$ cat src/rtl/dmaregs_pkg.sv
package dmaregs_pkg;
  localparam int IDX_W = 4;

  typedef enum logic {
    SEL_ADDR  = 1'b0,
    SEL_COUNT = 1'b1
  } reg_sel_e;
endpackage

$ cat src/rtl/dma_byte_ptr.sv
module dma_byte_ptr (
  input  logic clk,
  input  logic rst,
  input  logic clr,
  input  logic step,
  output logic ptr_q
);
  always_ff @(posedge clk) begin
    if (rst)       ptr_q <= 1'b0;
    else if (clr)  ptr_q <= 1'b0;
    else if (step) ptr_q <= ~ptr_q;
  end
endmodule

$ cat src/rtl/dma_chan_bank.sv
module dma_chan_bank
  import dmaregs_pkg::*;
#(
  parameter int NUM_CH = 4,
  parameter int SHIFT  = 0,
  parameter int CHI    = 2,
  localparam int VW    = 16 + SHIFT
) (
  input  logic                         clk,
  input  logic                         rst,
  input  logic                         wr_en,
  input  logic [CHI-1:0]               wr_ch,
  input  reg_sel_e                     wr_sel,
  input  logic                         wr_hi,
  input  logic [7:0]                   wdata,
  input  logic                         inc_en,
  input  logic [CHI-1:0]               inc_ch,
  output logic [NUM_CH-1:0][15:0]      base_cnt_o,
  output logic [NUM_CH-1:0][VW-1:0]    cur_o,
  output logic [NUM_CH-1:0][VW-1:0]    prog_o
);
  localparam logic [VW-1:0] STEP = VW'(1) << SHIFT;

  for (genvar g = 0; g < NUM_CH; g++) begin : g_ch
    logic [15:0]   base_a_q, base_c_q, base_a_nx;
    logic [VW-1:0] cur_q, prog_q;
    logic          hit, rearm, bump;

    assign hit   = wr_en && (wr_ch == CHI'(g));
    assign rearm = hit && wr_hi;
    assign bump  = inc_en && (inc_ch == CHI'(g));

    always_comb begin
      base_a_nx = base_a_q;
      if (hit && wr_sel == SEL_ADDR) begin
        if (wr_hi) base_a_nx[15:8] = wdata;
        else       base_a_nx[7:0]  = wdata;
      end
    end

    always_ff @(posedge clk) begin
      if (rst) begin
        base_a_q <= '0;
        base_c_q <= '0;
        cur_q    <= '0;
        prog_q   <= '0;
      end else begin
        base_a_q <= base_a_nx;
        if (hit && wr_sel == SEL_COUNT) begin
          if (wr_hi) base_c_q[15:8] <= wdata;
          else       base_c_q[7:0]  <= wdata;
        end
        if (rearm) begin
          cur_q  <= VW'(base_a_nx) << SHIFT;
          prog_q <= '0;
        end else if (bump) begin
          prog_q <= prog_q + STEP;
        end
      end
    end

    assign base_cnt_o[g] = base_c_q;
    assign cur_o[g]      = cur_q;
    assign prog_o[g]     = prog_q;
  end
endmodule

$ cat src/rtl/dma_readback.sv
module dma_readback
  import dmaregs_pkg::*;
#(
  parameter int NUM_CH = 4,
  parameter int SHIFT  = 0,
  parameter int CHI    = 2,
  localparam int VW    = 16 + SHIFT
) (
  input  logic                      clk,
  input  logic                      rst,
  input  logic                      rd_en,
  input  logic [CHI-1:0]            rd_ch,
  input  reg_sel_e                  rd_sel,
  input  logic                      rd_hi,
  input  logic [NUM_CH-1:0]         dec,
  input  logic [NUM_CH-1:0][15:0]   base_cnt,
  input  logic [NUM_CH-1:0][VW-1:0] cur,
  input  logic [NUM_CH-1:0][VW-1:0] prog,
  output logic [7:0]                rdata_q
);
  logic [VW-1:0] val, shifted;

  always_comb begin
    if (rd_sel == SEL_COUNT)
      val = (VW'(base_cnt[rd_ch]) << SHIFT) - prog[rd_ch];
    else if (dec[rd_ch])
      val = cur[rd_ch] - prog[rd_ch];
    else
      val = cur[rd_ch] + prog[rd_ch];
    shifted = val >> (SHIFT + (rd_hi ? 8 : 0));
  end

  always_ff @(posedge clk) begin
    if (rst)        rdata_q <= '0;
    else if (rd_en) rdata_q <= shifted[7:0];
  end
endmodule

$ cat src/rtl/dma_chan_regs.sv
module dma_chan_regs
  import dmaregs_pkg::*;
#(
  parameter int NUM_CH = 4,
  parameter bit WIDE   = 1'b0,
  localparam int SHIFT = WIDE ? 1 : 0,
  localparam int VW    = 16 + SHIFT,
  localparam int CHI   = (NUM_CH > 1) ? $clog2(NUM_CH) : 1
) (
  input  logic                  clk,
  input  logic                  rst,
  input  logic [IDX_W+SHIFT-1:0] host_addr,
  input  logic                  host_wr,
  input  logic                  host_rd,
  input  logic [7:0]            host_wdata,
  output logic [7:0]            host_rdata,
  input  logic                  clr_ptr,
  input  logic [NUM_CH-1:0]     ch_dec,
  input  logic                  xfer_inc,
  input  logic [CHI-1:0]        xfer_ch
);
  logic [IDX_W-1:0]           idx;
  logic [2:0]                 ch_full;
  logic [CHI-1:0]             ch;
  reg_sel_e                   sel;
  logic                       acc_ok, wr_fire, rd_fire, ptr_q;
  logic [NUM_CH-1:0][15:0]    base_cnt;
  logic [NUM_CH-1:0][VW-1:0]  cur, prog;
  logic [NUM_CH*VW-1:0]       prog_flat;

  assign idx       = host_addr[SHIFT +: IDX_W];
  assign ch_full   = idx[3:1];
  assign ch        = ch_full[CHI-1:0];
  assign sel       = reg_sel_e'(idx[0]);
  assign acc_ok    = (int'(ch_full) < NUM_CH);
  assign wr_fire   = host_wr && acc_ok;
  assign rd_fire   = host_rd && !host_wr && acc_ok;
  assign prog_flat = prog;

  dma_byte_ptr u_ptr (
    .clk   (clk),
    .rst   (rst),
    .clr   (clr_ptr),
    .step  (wr_fire || rd_fire),
    .ptr_q (ptr_q)
  );

  dma_chan_bank #(.NUM_CH(NUM_CH), .SHIFT(SHIFT), .CHI(CHI)) u_bank (
    .clk        (clk),
    .rst        (rst),
    .wr_en      (wr_fire),
    .wr_ch      (ch),
    .wr_sel     (sel),
    .wr_hi      (ptr_q),
    .wdata      (host_wdata),
    .inc_en     (xfer_inc),
    .inc_ch     (xfer_ch),
    .base_cnt_o (base_cnt),
    .cur_o      (cur),
    .prog_o     (prog)
  );

  dma_readback #(.NUM_CH(NUM_CH), .SHIFT(SHIFT), .CHI(CHI)) u_rb (
    .clk      (clk),
    .rst      (rst),
    .rd_en    (rd_fire),
    .rd_ch    (ch),
    .rd_sel   (sel),
    .rd_hi    (ptr_q),
    .dec      (ch_dec),
    .base_cnt (base_cnt),
    .cur      (cur),
    .prog     (prog),
    .rdata_q  (host_rdata)
  );
endmodule

$ cat config.mk
export PLATFORM = sky130hd
export DESIGN_NAME = dma_chan_regs
export DESIGN_NICKNAME = d
export VERILOG_FILES = /design/src/rtl/dmaregs_pkg.sv /design/src/rtl/dma_byte_ptr.sv /design/src/rtl/dma_chan_bank.sv /design/src/rtl/dma_readback.sv /design/src/rtl/dma_chan_regs.sv
export SDC_FILE = /design/constraint.sdc
export NUM_CORES = 1
export LEC_CHECK = 0
export ABC_CLOCK_PERIOD_IN_PS = 5800
export BUFFER_PORTS_ARGS = -buffer_cell sky130_fd_sc_hd__buf_2
export CAP_MARGIN = 20
export CORE_MARGIN = 3
export CORE_UTILIZATION = 60
export CTS_CLUSTER_SIZE = 8
export DETAILED_ROUTE_END_ITERATION = 16
export PLACE_DENSITY = 0.84
export SYNTH_ARGS = -nofsm -noshare
export SYNTH_HDL_FRONTEND = slang
export SYNTH_SLANG_ARGS = --single-unit
$ cat constraint.sdc
create_clock -name clk -period 5.8 [get_ports clk]
set_clock_uncertainty 0.1 [all_clocks]
set_input_delay 0.58 -clock clk [delete_from_list [all_inputs] [get_ports clk]]
set_output_delay 0.58 -clock clk [all_outputs]
set_load 0.01 [all_outputs]
==> results.md <==
* Result of the run: completed
* Inserted Clock Buffers at 39
* Routed wire length at 33,800 um
* Global-route wire length before repair at 53,300 um
* Buf+Inv Stages, Crit Path at 2
* Area of the mapped netlist at 12,600 um^2
* Pin count of the biggest net entering global routing at 68
* Cell variety after synth at 60
* Placeable core region at 20,500 um^2
* Die boundary height at 151 um
* Synthesis-to-finish area growth at 10.5%
* Top layer used by detailed routing: met4
* Most instantiated flip-flop cell in the synthesis netlist: sky130_fd_sc_hd__dfxtp_1
* Final critical-path required period at 4.36 ns
* Initial antenna violation count at 0
* Pre-Repair DR Iteration Count at 5
* Mux cell area share after synthesis at 13.5%
* Detailed route wirelength on metal2 at 15,800 um
* Number of gates resized after CTS at 0
* Final count of pins violating max slew at 0
* Number of buffers added to fix hold violations after cts at 0
* Worst setup path category: in2reg
* Sum of routed wire segments on met1 at 13,800 um
* Gr ovfl total at 0
* Biggest fanout along the worst timing path at 17
* Total of max-cap violations at 0
* Number of antenna repair diodes at 0
* Die outline width at 151 um
* Fraction of the mapped netlist area in compound gates at 14.3%
* Number of enable-type register cells in the synthesized netlist at 0
* RSZ-0062 raised after global routing: false
* Clock input transition at the sequential cells of the worst setup and hold paths at 0.05 ns
* Die Area at 22,900 um^2
* Cell-by-cell trace of the critical path: buf_2 > mux4_1 > inv_1 > ha_1 > nor2b_1 > a31oi_1 > xnor2_1 > ha_1 > or4_1 > o22ai_1 > o311ai_1 > a21o_1 > a21oi_1 > xnor2_1 > o311a_1
* Maximum buffer depth of the clock tree at 3
* FMAX at 0.229 GHz
* I/O pin count at 32
* Crit path largest cell delay at 0.72 ns
* Post-detail-place hpwl at 22,500 um
* Post-synthesis xor/xnor area fraction at 6.43%
* Clock root buffer: sky130_fd_sc_hd__clkbuf_16
* Mapped Nets at 1,388
* ANT nets after route at 0
* Adder and majority gate portion of the synthesized area at 3.78%
* GRT Resource Usage Total at 29.7%
* PD cells at 300 nW/um^2
* Finish-stage setup viols at 0
* Hold Violations, Final at 0
* Leakage power total at 5.51 nW
* Clk Latency, worst-skew pair at 0.53 ns
* Area of the multi-input gates at 6900 um^2
* Smallest hold slack at 0.114 ns
* Non-filler cells in the finished layout at 1,602
* Endpoint class of the critical path: flip-flop
* Worst rel slew slack at 25.2%
* Sequential standard cell area at 5310 um^2
* Transition at the pin with the smallest max-transition slack at 1.11 ns
* Critical Path Start Type: primary input
* Total of fill cells in the finished design at 1,474
* Simple-gate share of the synthesized area at 16.4%
* Number of vias per cell at 6.47
* Post-synthesis async set-or-reset flop share at 0%
* Number of global-route vias before repair at 10,100
* Detailed-route DRC error count at 0
* H-tree level count at 2
* Kind of cell adding the most delay to the critical path: compound AO/OA/AOI/OAI gates
* Count of buffers inserted at the top-level ports at 31
* Maximum vdd drop at 0.178 mV
* Weighted congestion at the end of routability-driven global placement at 0.895
* Synthesis warning total at 0
* Cell at the slowest stage of the critical path: sky130_fd_sc_hd__mux4_1
* Endpoint required time on the critical path at 6.11 ns
* Total number of nets in the final design at 1,390
* Number of placement rows at 52
* Final critical-path share of the clock period at 75.2%
* Detailed Route Iter0 Violations at 1,066
* Number of placed instances with taps included at 1,557
* Starting Density at 61.7%
* Via count at 10,400
* Total number of clock tree sinks at 265
* Critical path data arrival time at 4.67 ns
* Count of buffers added by post-CTS timing repair for setup at 0
* Final setup TNS at 0 ns
* Amount of wire on met3 after detailed routing at 2590 um
* Post-synthesis area per instance at 9.53 um^2
* Sequential fraction of the synthesis area at 41.9%
* Average detailed-routed wire length per instance at 21.1 um
* Count of mapped cells out of synthesis at 1,327
* Number of register bits inferred by synthesis at 265
* Class of the worst hold path: in2reg
* Clock tree from TritonCTS: built
* Layout cells sized above 1 at 11.0%
* Combinational family with the most area after synthesis: simple AND/OR/NAND/NOR gates
==> kinds of logic after synthesis <==
group | count (synthesis)
flip-flops | 265
AND/OR/NAND/NOR | 455
XOR/XNOR | 92
buffers and inverters | 115
multiplexers | 105
adder cells (fa/ha/maj) | 37
AO/OA/AOI/OAI | 258
==> flip-flops by register name (all words and copies together) (netlist names) <==
name,flops
u_bank.g_ch.base_a_q,64
u_bank.g_ch.base_c_q,64
u_bank.g_ch.cur_q,64
u_bank.g_ch.prog_q,64
u_ptr.ptr_q,1
u_rb.rdata_q,8
==> worst register-to-register path, stage by stage, from the launching register on <==
cell                       delay (ns)
sky130_fd_sc_hd__dfxtp_1         0.35
sky130_fd_sc_hd__mux4_1          0.60
sky130_fd_sc_hd__inv_1           0.14
sky130_fd_sc_hd__ha_1            0.17
sky130_fd_sc_hd__nor2b_1         0.31
sky130_fd_sc_hd__a31oi_1         0.16
sky130_fd_sc_hd__xnor2_1         0.15
sky130_fd_sc_hd__ha_1            0.22
sky130_fd_sc_hd__or4_1           0.50
sky130_fd_sc_hd__o22ai_1         0.32
sky130_fd_sc_hd__o311ai_1        0.23
sky130_fd_sc_hd__a21o_1          0.22
sky130_fd_sc_hd__a21oi_1         0.19
sky130_fd_sc_hd__xnor2_1         0.10
sky130_fd_sc_hd__o311a_1         0.28
==> power breakdown <==
group	internal, mW	switching [mW]
sequential	1.84	0.0116
combinational	0.136	0.227
clock	1.19	0.783
total	3.17	1.02
==> through the flow <==
stage	util, %	total power [mW]	cell area (um^2)	setup WS [ns]
after detailed placement	63.0	2.24	12900	0.968
after CTS	68.1	4.20	14000	1.49
after global routing	68.2	4.31	14000	1.24
after global placement	63.0	2.23	12900	1.08
after floorplan	-	2.15	12600	1.10
final	68.2	4.19	14000	1.44
==> cells in the mapped netlist, drive strengths merged, types with 4 or more instances <==
| cell | number | share of area, % |
|---|---|---|
| o22a | 64 | 4.4 |
| or2 | 5 | 0.25 |
| mux4 | 49 | 9.1 |
| o221ai | 4 | 0.28 |
| nor3 | 12 | 0.59 |
| xor2 | 49 | 3.4 |
| nor2 | 195 | 5.8 |
| a31oi | 6 | 0.42 |
| xnor2 | 43 | 3.0 |
| dfxtp | 265 | 42 |
| nand2 | 103 | 3.1 |
| a21oi | 83 | 3.3 |
| inv | 29 | 0.86 |
| and3 | 13 | 0.68 |
| nor4 | 5 | 0.58 |
| o21ai | 27 | 1.1 |
| nand3 | 70 | 2.8 |
| mux2i | 56 | 4.4 |
| nand2b | 8 | 0.40 |
| a32oi | 32 | 2.2 |
| buf | 26 | 0.95 |
| clkbuf | 59 | 1.8 |
| o21a | 11 | 0.65 |
| or3 | 13 | 0.64 |
| nand4 | 16 | 0.79 |
| ha | 35 | 3.5 |
| a21o | 8 | 0.47 |
| nor2b | 7 | 0.35 |
==> cells in the final DEF, fill, tap and decap left out, types with 32 or more instances in the layout <==
cell type	count
sky130_fd_sc_hd__a21oi_1	83
sky130_fd_sc_hd__a32oi_1	32
sky130_fd_sc_hd__clkbuf_16	39
sky130_fd_sc_hd__dfxtp_1	264
sky130_fd_sc_hd__ha_1	35
sky130_fd_sc_hd__mux2i_1	56
sky130_fd_sc_hd__mux4_2	36
sky130_fd_sc_hd__nand2_1	103
sky130_fd_sc_hd__nand3_1	70
sky130_fd_sc_hd__nor2_1	191
sky130_fd_sc_hd__o22a_1	64
sky130_fd_sc_hd__xnor2_1	42
sky130_fd_sc_hd__xor2_1	49
==> layer usage <==
layer	up-vias	GRT usage (%)
met1	4985	38.8
met3	113	5.45
met5	-	0
met2	474	47.3
li1	4787	-
met4	0	15.0
==> path summary, 6_finish.rpt <==
| kind | endpoint | slack, ns | depth (start not counted) | start |
|---|---|---|---|---|
| max reg2reg | u_rb.rdata_q[7] | 1.66 | 14 | u_bank.g_ch[0].prog_q[1] |
| max | u_rb.rdata_q[7] | 1.44 | 15 | host_addr[2] |
| min | u_ptr.ptr_q | 0.11 | 2 | clr_ptr |
| min reg2reg | u_rb.rdata_q[4] | 0.35 | 2 | u_rb.rdata_q[4] |
==> cell type report <==
class,count,share of cell area (%)
inverters,30,0.806
clock buffers,40,7.01
repair buffers,46,1.95
well taps,270,2.42
clock inverters,4,0.457
flip-flops and latches,265,38.0
multi-input cells,947,49.4
Power figures use the tool's default switching activity.
